--- src/rtl/ctl_regfile_pkg.sv ---
package ctl_regfile_pkg;

    localparam int XLEN      = 64;
    localparam int IDX_W     = 6;
    localparam int NUM_SLOTS = 47;
    localparam int CNT_W     = 32;

    localparam logic [IDX_W-1:0] IX_SCR16      = 6'd16;
    localparam logic [IDX_W-1:0] IX_ROM_BASE   = 6'd24;
    localparam logic [IDX_W-1:0] IX_HW_CTRL    = 6'd25;
    localparam logic [IDX_W-1:0] IX_FAULT_PC   = 6'd26;
    localparam logic [IDX_W-1:0] IX_AST_REQ    = 6'd27;
    localparam logic [IDX_W-1:0] IX_AST_EN     = 6'd28;
    localparam logic [IDX_W-1:0] IX_IRQ_LVL    = 6'd29;
    localparam logic [IDX_W-1:0] IX_FETCH_MODE = 6'd30;
    localparam logic [IDX_W-1:0] IX_DATA_MODE  = 6'd31;
    localparam logic [IDX_W-1:0] IX_ALT_MODE   = 6'd32;
    localparam logic [IDX_W-1:0] IX_SOFT_IRQ   = 6'd33;
    localparam logic [IDX_W-1:0] IX_FETCH_CSR  = 6'd34;
    localparam logic [IDX_W-1:0] IX_PT_BASE    = 6'd35;
    localparam logic [IDX_W-1:0] IX_DC_MODE    = 6'd36;
    localparam logic [IDX_W-1:0] IX_MISS_MODE  = 6'd37;
    localparam logic [IDX_W-1:0] IX_EXC_SUM    = 6'd38;
    localparam logic [IDX_W-1:0] IX_EXC_MASK   = 6'd39;
    localparam logic [IDX_W-1:0] IX_CYC_CNT    = 6'd40;
    localparam logic [IDX_W-1:0] IX_CYC_CTL    = 6'd41;
    localparam logic [IDX_W-1:0] IX_IRQ_ID     = 6'd42;
    localparam logic [IDX_W-1:0] IX_MM_STAT    = 6'd43;
    localparam logic [IDX_W-1:0] IX_HWIRQ_CLR  = 6'd44;
    localparam logic [IDX_W-1:0] IX_DFLUSH     = 6'd45;
    localparam logic [IDX_W-1:0] IX_IFLUSH     = 6'd46;

    localparam logic [XLEN-1:0] HW_CTRL_INIT = 64'h6;

    typedef enum logic [1:0] {
        WK_MASKED = 2'd0,
        WK_CLEAR  = 2'd1,
        WK_ONCE   = 2'd2
    } wr_kind_e;

    typedef struct packed {
        logic            known;
        logic            rd_ok;
        logic            wr_ok;
        wr_kind_e        kind;
        logic [XLEN-1:0] mask;
    } policy_t;

    typedef struct packed {
        logic             valid;
        logic             write;
        logic [IDX_W-1:0] idx;
        logic [XLEN-1:0]  data;
    } req_t;

    function automatic policy_t policy_of(input logic [IDX_W-1:0] idx);
        policy_t p;
        p.known = 1'b1;
        p.rd_ok = 1'b1;
        p.wr_ok = 1'b1;
        p.kind  = WK_MASKED;
        p.mask  = '1;
        if (idx >= IDX_W'(NUM_SLOTS)) begin
            p.known = 1'b0;
            p.rd_ok = 1'b0;
            p.wr_ok = 1'b0;
        end else begin
            case (idx)
                IX_FAULT_PC:                 p.mask = ~64'h2;
                IX_AST_REQ, IX_AST_EN:       p.mask = 64'hF;
                IX_IRQ_LVL:                  p.mask = 64'h1F;
                IX_FETCH_MODE, IX_DATA_MODE: p.mask = 64'h18;
                IX_ALT_MODE: begin
                    p.mask  = 64'h18;
                    p.rd_ok = 1'b0;
                end
                IX_SOFT_IRQ:                 p.mask = 64'h7FFF0;
                IX_FETCH_CSR:                p.mask = 64'hFF_FFFF_0300;
                IX_PT_BASE:                  p.mask = 64'hFFFF_FFFF_C000_0000;
                IX_DC_MODE, IX_MISS_MODE:    p.mask = 64'h3F;
                IX_EXC_SUM, IX_EXC_MASK:     p.kind = WK_CLEAR;
                IX_CYC_CTL: begin
                    p.kind  = WK_ONCE;
                    p.rd_ok = 1'b0;
                end
                IX_IRQ_ID, IX_MM_STAT:       p.wr_ok = 1'b0;
                IX_HWIRQ_CLR, IX_DFLUSH, IX_IFLUSH: p.rd_ok = 1'b0;
                default: ;
            endcase
        end
        return p;
    endfunction

    function automatic logic [XLEN-1:0] apply_write(input wr_kind_e kind,
                                                    input logic [XLEN-1:0] mask,
                                                    input logic [XLEN-1:0] data);
        case (kind)
            WK_CLEAR: return '0;
            WK_ONCE:  return 64'd1;
            default:  return data & mask;
        endcase
    endfunction

endpackage

--- src/rtl/ctl_live_counter.sv ---
module ctl_live_counter #(
    parameter int W = 32
) (
    input  logic         clk,
    input  logic         rst,
    output logic [W-1:0] count
);
    logic [W-1:0] cnt_q;

    always_ff @(posedge clk) begin
        if (rst) cnt_q <= '0;
        else     cnt_q <= cnt_q + 1'b1;
    end

    assign count = cnt_q;

    AST_CNT_STEP: assert property (@(posedge clk) disable iff (rst)
        1'b1 |=> (cnt_q == $past(cnt_q) + 1'b1)) else $error("counter step");
endmodule

--- src/rtl/ctl_index_decode.sv ---
module ctl_index_decode
    import ctl_regfile_pkg::*;
(
    input  req_t    req,
    input  logic    once_set,
    output policy_t pol,
    output logic    err
);
    logic bad_dir;

    always_comb begin
        pol = policy_of(req.idx);
        if (req.write)
            bad_dir = !pol.wr_ok || (pol.kind == WK_ONCE && once_set);
        else
            bad_dir = !pol.rd_ok;
        err = req.valid && (!pol.known || bad_dir);
    end
endmodule

--- src/rtl/ctl_reg_store.sv ---
module ctl_reg_store
    import ctl_regfile_pkg::*;
#(
    parameter int              CPU_ID_W   = 8,
    parameter logic [XLEN-1:0] RESET_BASE = 64'h0000_0000_0001_0000
) (
    input  logic                clk,
    input  logic                rst,
    input  logic [CPU_ID_W-1:0] cpu_id,
    input  logic                wr_en,
    input  logic [IDX_W-1:0]    wr_idx,
    input  wr_kind_e            wr_kind,
    input  logic [XLEN-1:0]     wr_mask,
    input  logic [XLEN-1:0]     wr_data,
    input  logic [XLEN-1:0]     exc_set,
    input  logic [IDX_W-1:0]    rd_idx,
    output logic [XLEN-1:0]     rd_val,
    output logic                once_set,
    output logic [4:0]          irq_lvl
);
    logic [XLEN-1:0] regs [NUM_SLOTS];
    logic [XLEN-1:0] new_val;
    logic [XLEN-1:0] exc_next;

    always_comb begin
        new_val  = apply_write(wr_kind, wr_mask, wr_data);
        exc_next = ((wr_en && wr_idx == IX_EXC_SUM) ? '0 : regs[IX_EXC_SUM]) | exc_set;
    end

    always_ff @(posedge clk) begin
        if (rst) begin
            for (int i = 0; i < NUM_SLOTS; i++) regs[i] <= '0;
            regs[IX_HW_CTRL]  <= HW_CTRL_INIT;
            regs[IX_ROM_BASE] <= RESET_BASE;
            regs[IX_SCR16]    <= XLEN'(cpu_id);
        end else begin
            if (wr_en) regs[wr_idx] <= new_val;
            regs[IX_EXC_SUM] <= exc_next;
        end
    end

    assign rd_val   = (rd_idx < IDX_W'(NUM_SLOTS)) ? regs[rd_idx] : '0;
    assign once_set = regs[IX_CYC_CTL][0];
    assign irq_lvl  = regs[IX_IRQ_LVL][4:0];

    AST_ONCE_STICKY: assert property (@(posedge clk) disable iff (rst)
        once_set |=> once_set) else $error("once flag dropped");
    AST_EXC_CLEAR: assert property (@(posedge clk) disable iff (rst)
        (wr_en && wr_idx == IX_EXC_SUM) |=> (regs[IX_EXC_SUM] == $past(exc_set)))
        else $error("summary not cleared");
endmodule

--- src/rtl/ctl_event_out.sv ---
module ctl_event_out
    import ctl_regfile_pkg::*;
(
    input  logic             clk,
    input  logic             rst,
    input  logic             wr_acc,
    input  logic [IDX_W-1:0] wr_idx,
    input  logic [1:0]       mode_bits,
    output logic             mode_user,
    output logic             mode_chg,
    output logic             dflush_stb,
    output logic             iflush_stb
);
    always_ff @(posedge clk) begin
        if (rst) begin
            mode_user  <= 1'b0;
            mode_chg   <= 1'b0;
            dflush_stb <= 1'b0;
            iflush_stb <= 1'b0;
        end else begin
            mode_chg   <= wr_acc && wr_idx == IX_DATA_MODE;
            dflush_stb <= wr_acc && wr_idx == IX_DFLUSH;
            iflush_stb <= wr_acc && wr_idx == IX_IFLUSH;
            if (wr_acc && wr_idx == IX_DATA_MODE) mode_user <= |mode_bits;
        end
    end

    AST_DFLUSH_CAUSE: assert property (@(posedge clk) disable iff (rst)
        dflush_stb |-> $past(wr_acc && wr_idx == IX_DFLUSH)) else $error("stray flush");
    AST_MODE_HOLD: assert property (@(posedge clk) disable iff (rst)
        !mode_chg |-> $stable(mode_user)) else $error("mode moved");
endmodule

--- src/rtl/priv_ctl_regfile.sv ---
module priv_ctl_regfile
    import ctl_regfile_pkg::*;
#(
    parameter int              CPU_ID_W   = 8,
    parameter logic [XLEN-1:0] RESET_BASE = 64'h0000_0000_0001_0000
) (
    input  logic                clk,
    input  logic                rst,
    input  logic [CPU_ID_W-1:0] cpu_id,
    input  logic                req_valid,
    input  logic                req_write,
    input  logic [IDX_W-1:0]    req_idx,
    input  logic [XLEN-1:0]     req_wdata,
    input  logic [XLEN-1:0]     exc_sum_set,
    output logic [XLEN-1:0]     rd_data,
    output logic                acc_err,
    output logic [4:0]          irq_level,
    output logic                mode_user,
    output logic                mode_chg,
    output logic                dflush_stb,
    output logic                iflush_stb
);
    req_t            req;
    policy_t         pol;
    logic            once_set;
    logic            wr_acc;
    logic [XLEN-1:0] slot_val;
    logic [CNT_W-1:0] live_cnt;
    logic [XLEN-1:0] merged;

    assign req = '{valid: req_valid, write: req_write, idx: req_idx, data: req_wdata};

    ctl_index_decode u_dec (
        .req      (req),
        .once_set (once_set),
        .pol      (pol),
        .err      (acc_err)
    );

    assign wr_acc = req.valid && req.write && !acc_err;

    ctl_reg_store #(.CPU_ID_W(CPU_ID_W), .RESET_BASE(RESET_BASE)) u_store (
        .clk      (clk),
        .rst      (rst),
        .cpu_id   (cpu_id),
        .wr_en    (wr_acc),
        .wr_idx   (req.idx),
        .wr_kind  (pol.kind),
        .wr_mask  (pol.mask),
        .wr_data  (req.data),
        .exc_set  (exc_sum_set),
        .rd_idx   (req.idx),
        .rd_val   (slot_val),
        .once_set (once_set),
        .irq_lvl  (irq_level)
    );

    ctl_live_counter #(.W(CNT_W)) u_cnt (
        .clk   (clk),
        .rst   (rst),
        .count (live_cnt)
    );

    ctl_event_out u_evt (
        .clk        (clk),
        .rst        (rst),
        .wr_acc     (wr_acc),
        .wr_idx     (req.idx),
        .mode_bits  (req.data[4:3]),
        .mode_user  (mode_user),
        .mode_chg   (mode_chg),
        .dflush_stb (dflush_stb),
        .iflush_stb (iflush_stb)
    );

    always_comb begin
        merged = slot_val;
        if (req.idx == IX_CYC_CNT) merged = {slot_val[XLEN-1:CNT_W], live_cnt};
        rd_data = (req.valid && !req.write && !acc_err) ? merged : '0;
    end

    AST_ERR_READ_ZERO: assert property (@(posedge clk) disable iff (rst)
        acc_err |-> (rd_data == '0)) else $error("data on error");
    AST_UNKNOWN_ERR: assert property (@(posedge clk) disable iff (rst)
        (req_valid && req_idx >= IDX_W'(NUM_SLOTS)) |-> acc_err) else $error("unassigned ok");
endmodule

--- config.mk ---
export PLATFORM = sky130hd
export DESIGN_NAME = priv_ctl_regfile
export DESIGN_NICKNAME = d
export VERILOG_FILES = /design/src/rtl/ctl_regfile_pkg.sv /design/src/rtl/ctl_live_counter.sv /design/src/rtl/ctl_index_decode.sv /design/src/rtl/ctl_reg_store.sv /design/src/rtl/ctl_event_out.sv /design/src/rtl/priv_ctl_regfile.sv
export SDC_FILE = /design/constraint.sdc
export NUM_CORES = 2
export LEC_CHECK = 0
export ABC_AREA = 1
export BUFFER_PORTS_ARGS = -buffer_cell sky130_fd_sc_hd__buf_2
export CELL_PAD_IN_SITES_DETAIL_PLACEMENT = 2
export CELL_PAD_IN_SITES_GLOBAL_PLACEMENT = 2
export CORE_MARGIN = 2
export CORE_UTILIZATION = 33
export CTS_CLUSTER_SIZE = 25
export DETAILED_ROUTE_END_ITERATION = 16
export PLACE_DENSITY = 0.76
export SLEW_MARGIN = 20
export SYNTH_ARGS = -nofsm -noshare
export SYNTH_HDL_FRONTEND = slang
export SYNTH_HIERARCHICAL = 1
export SYNTH_SLANG_ARGS = --single-unit
--- constraint.sdc ---
create_clock -name clk -period 8.6 [get_ports clk]
set_input_delay 0.86 -clock clk [delete_from_list [all_inputs] [get_ports clk]]
set_output_delay 0.86 -clock clk [all_outputs]
set_load 0.01 [all_outputs]
After elaboration in Yosys (flattened, before gate mapping)
Memories as Yosys holds them, arrays and structs flattened.
Cells that the tools add are included.
- register bits after elaboration: 36
- memory bits (writable): 3008
- input port bits: 146
- memories: 1
- memories (name ; words ; width ; read ports ; clocked after memory_dff ; write ports ; line ; RTL):
    u_store.regs ; 47 ; 64 ; 4 ; 0 ; 47 ; ctl_reg_store.sv:21 ; logic [XLEN-1:0] regs [NUM_SLOTS];
- add/sub/neg operators: 1
- $lt $le $gt $ge: 2
- equal/unequal tests: 24
- mux-type cells: 25
- bitwise logic cells: 9
- reduce and logical (&&, ||, !) cells: 24
- operators with widths (kind ; number):
    $mux W64 ; 8
    $pmux W64 S8 ; 1
    $pmux W64 S2 ; 1
    $eq A6 B6 Y1 const B ; 16
    $mux W66 ; 1
    $and A64 B64 Y64 ; 1
    $or A64 B64 Y64 ; 1
    $reduce_or A64 Y1 ; 1
    $eq A6 B5 Y1 const B ; 6
    $add A32 B1 Y32 const B ; 1
    $mux W32 ; 1
    $logic_and A1 B1 Y1 ; 10
    $mux W1 ; 10
    $reduce_or A2 Y1 ; 5
    $ge A6 B6 Y1 const B ; 1
    $lt A6 B6 Y1 const B ; 1
    $mux W6 ; 1
    $reduce_or A5 Y1 ; 1
    $logic_not A1 Y1 ; 4
    $or A1 B1 Y1 ; 4
    $pmux W2 S2 ; 1
    $reduce_or A3 Y1 ; 1
    $and A1 B1 Y1 ; 2
    $eq A2 B1 Y1 const B ; 1
    4 further kinds ; 5

Logic depth before layout (Yosys ltp)
- word-level depth: 18
- mapped depth: 19
- gate-level depth less buffers: 16

Cells and area by module
The synthesis kept the hierarchy.
- by module, submodules not included (module ; times used ; cells an instance ; area an instance (um2) ; seq. area each (um2)):
    ctl_reg_store ; 1 ; 14136 ; 137953.6 ; 91607.9
    ctl_live_counter ; 1 ; 247 ; 1684.1 ; 640.6
    priv_ctl_regfile ; 1 ; 246 ; 983.4 ; 0.0
    ctl_index_decode ; 1 ; 133 ; 825.8 ; 0.0
    ctl_event_out ; 1 ; 27 ; 180.2 ; 80.1

Worst setup path after synthesis
No wires, ideal clock.
- path type: in2reg
- from: input req_idx[1]
- to: memory u_store.regs[0][0], enable pin
- arrival: 4340 ps
- data required time: 8176 ps
- setup slack: 3836 ps
- stages on the path: 16
- buffers on the path: 3
- cells stage by stage: buf_6 -> nor2_1 -> nand3_1 -> nand3_1 -> o21bai_1 -> a21oi_1 -> nor2_1 -> nand3_2 -> inv_2 -> nand2_1 -> nand2_1 -> a21oi_2 -> nand2_1 -> buf_2 -> buf_2 -> nand2_1
- RTL lines (item ; line ; RTL):
    start, declared ; priv_ctl_regfile.sv:12 ; input logic [IDX_W-1:0] req_idx,
    end, declared ; ctl_reg_store.sv:21 ;

Worst setup path in the final report
- from: input req_idx[0]
- to: output rd_data[30]
- elaborated cells on any way between the ends: 34
- classes of those cells: 2 x order compare; 11 x eq/ne; 9 x mux; 11 x reduce/logical; 1 x memory
- RTL lines (item ; line ; RTL):
    $mem_v2 Z47 W64 or $lt A6 B6 Y1 (tied branches) ; -- ;
    $mux W64 * ; ctl_reg_store.sv:42 ; assign rd_val = (rd_idx < IDX_W'(NUM_SLOTS)) ? regs[rd_idx] : '0;
    named net slot_val[30] ; priv_ctl_regfile.sv:27 ; logic [XLEN-1:0] slot_val;
    $mux W32 * ; priv_ctl_regfile.sv:78 ; if (req.idx == IX_CYC_CNT) merged = {slot_val[XLEN-1:CNT_W], live_cnt};
    $mux W64 * ; priv_ctl_regfile.sv:79 ; rd_data = (req.valid && !req.write && !acc_err) ? merged : '0;
    end, declared ; priv_ctl_regfile.sv:15 ; output logic [XLEN-1:0] rd_data,
The timed path passes the listed nets; every way through them passes the cells marked *.

==> flow_summary.toml <==
[grt]
first_global_vias = 124000
grt_max_degree = 155
track_usage = 0.306
antenna_found_initial = 35
grt-ovfl-total = 0
grt_pass1_wl_um = 950000

[timing]
finalSetupViolCount = 0
hold_viol = 0
slew_violations = 0
relSlewSlack = 0.143
fin_worst_skew_ps = 52.7
period_minus_slack_ps = 6740
worst_pin_slew_ps = 1290
min_period_over_period = 0.784
fmax_ghz = 0.148
fin_tns_setup_ps = 0
rsz0062_at_grt = "false"

[finish]
multi_input_area_um2 = 42700
area_growth_pct = 12.3
finalNonFillerCells = 20300
final_common_cell = "nor2_1"
layout_common_cells = "nor2_1 (4029), edfxtp_1 (3008), nand2_1 (2866)"
fillers = 45800
nNetsFinal = 14500
stdcell_area_um2 = 159000
seqCellArea_um2 = 92300
layout-drive-gt1-share = 0.0843

[floorplanning]
io_pins = 220
fp.dieW_um = 659
core_um2 = 427000
dieArea_um2 = 434000
rows = 240
start_util = 0.331
die_h_um = 659

[routing]
drcViolationCount = 0
drt_first_iter_violations = 15100
wl_um = 684000
firstDrtPassIters = 6
ant_nets = 0
avgRoutedWirePerCell_um = 33.7
vias_per_cell = 5.89
vias = 120000

[critical_path]
critPathBufInv = 6
critPathTopFamily = "buffers and inverters"
crit_chain = "buf_12 > buf_4 > buf_12 > buf_4 > nor2_1 > nor2_1 > o21ai_0 > o211ai_1 > nand3_1 > nand2_1 > nand2_1 > a21oi_1 > inv_1 > nand2_1 > nand2_1 > nor2_1 > buf_2"
r2r_cells = 12
worstPathRequired_ps = 7740
cpPeakStageDelay_ps = 900
r2r_slack_ps = 2860
end_kind = "primary output"
rr_startpoint = "u_store/regs[41][0]"
path_max_fanout = 145
arrival_ps = 5880
crit_type = "input port to primary output"
cp_common_cell = "nand2_1"
cp-start-kind = "input port"
cp_slowest_cell = "buf_4"
r2r_end = "u_store/regs[22][42]"

[synthesis]
yosysWarnings = 6
synth_nets = 14900
syn-mean-instance-area_um2 = 9.58
syn_inst = 14800
syn-cell-area_um2 = 142000

[pwr]
max-vdd-ir-drop_uv = 166
cellLeakagePower_nw = 56.8
internal-power_mw = 26.6
power.switching_mw = 9.81
power.share.clock = 0.419
swShare = 0.270
pwr-share-seq = 0.485
p_per_area_nw_per_um2 = 229
p_comb_frac = 0.096

[clocking]
cts_tree = "done"
root_buffer = "clkbuf_16"
cts_buffers = 357
cts.repair.resized = 0
clk_pin_slew_ps = 60
cts_buffer_depth = 4
clock-sinks = 3108
cts_hold_buf = 0
cts_setup_buffers = 0
h-tree-depth = 5
clk_latency_ps = 990

[worst_hold_path]
hold_depth = 3
hp-class = "input port to flop"
hold_end = "u_store/regs[38][2]"
holdCritStartpoint = "exc_sum_set[2]"

[run]
maxCapViolations = 0

[placement]
postPlaceCellArea_um2 = 148000
routabilityCongestion = 0.860
dp.cells = 19700
dp_hpwl_um = 393000
port_buffers = 219

[run_status]
outcome = "completed"
==> layout make-up <==
type / count / area share
antenna: 10 / 0.000157
clock buffer: 445 / 0.0592
clock inverter: 211 / 0.0121
inverter: 346 / 0.00840
multi-input combinational: 9979 / 0.268
sequential: 3108 / 0.580
tap: 5687 / 0.0447
timing repair buffer: 534 / 0.0267
==> worst max path at each step <==
stage / start / endpoint / slack, ps / cells past startpoint
after global routing: req_idx[0] / rd_data[30] / 1750 / 17
after floorplan: req_idx[1] / u_store/regs[0][0] / 3860 / 16
after detailed placement: req_idx[0] / u_store/regs[22][42] / 1690 / 15
after global placement: req_idx[0] / u_store/regs[22][55] / 1710 / 15
after CTS: req_idx[0] / rd_data[30] / 2030 / 17
final: req_idx[0] / rd_data[30] / 1860 / 17
==> power groups by stage <==
stage / Combinational [mW] / Sequential (mW) / Clock [mW]
3_5_place_dp: 3.36 / 17.9 / 0
3_3_place_gp: 3.25 / 17.9 / 0
6_report: 3.49 / 17.6 / 15.3
2_1_floorplan: 1.74 / 17.8 / 0
4_1_cts: 3.39 / 17.6 / 15.4
5_1_grt: 3.63 / 17.7 / 15.9
==> worst register-to-register path, delay by kind of cell, from the launching register on <==
kind | cells | cell delay [ps]
simple gates | 7 | 2370
buf+inv | 2 | 1080
compound gates | 3 | 1440
flops | 1 | 400
==> stage by stage <==
step | hold slack (ps) | utilization | power (mW) | setup WS, ps
after global placement | 443 | 0.346 | 21.1 | 1710
after detailed placement | 450 | 0.346 | 21.3 | 1690
after CTS | 19.8 | 0.372 | 36.4 | 2030
after floorplan | 430 | - | 19.6 | 3860
after global routing | 75.3 | 0.372 | 37.2 | 1750
final | 65.7 | 0.372 | 36.4 | 1860
==> routing by layer <==
metal	global-route usage	wire, um
met5	0.000887	138
met4	0.161	41700
met3	0.0596	65300
met2	0.489	313000
met1	0.394	264000
==> state kept, by name, summed over array words and instances (netlist names) <==
signal and flops:
u_cnt/count 32, u_evt/mode_chg 1, u_store/regs 3072, u_evt/mode_user 1
u_evt/dflush_stb 1, u_evt/iflush_stb 1
Note: power is estimated with default switching activity, not from simulation.
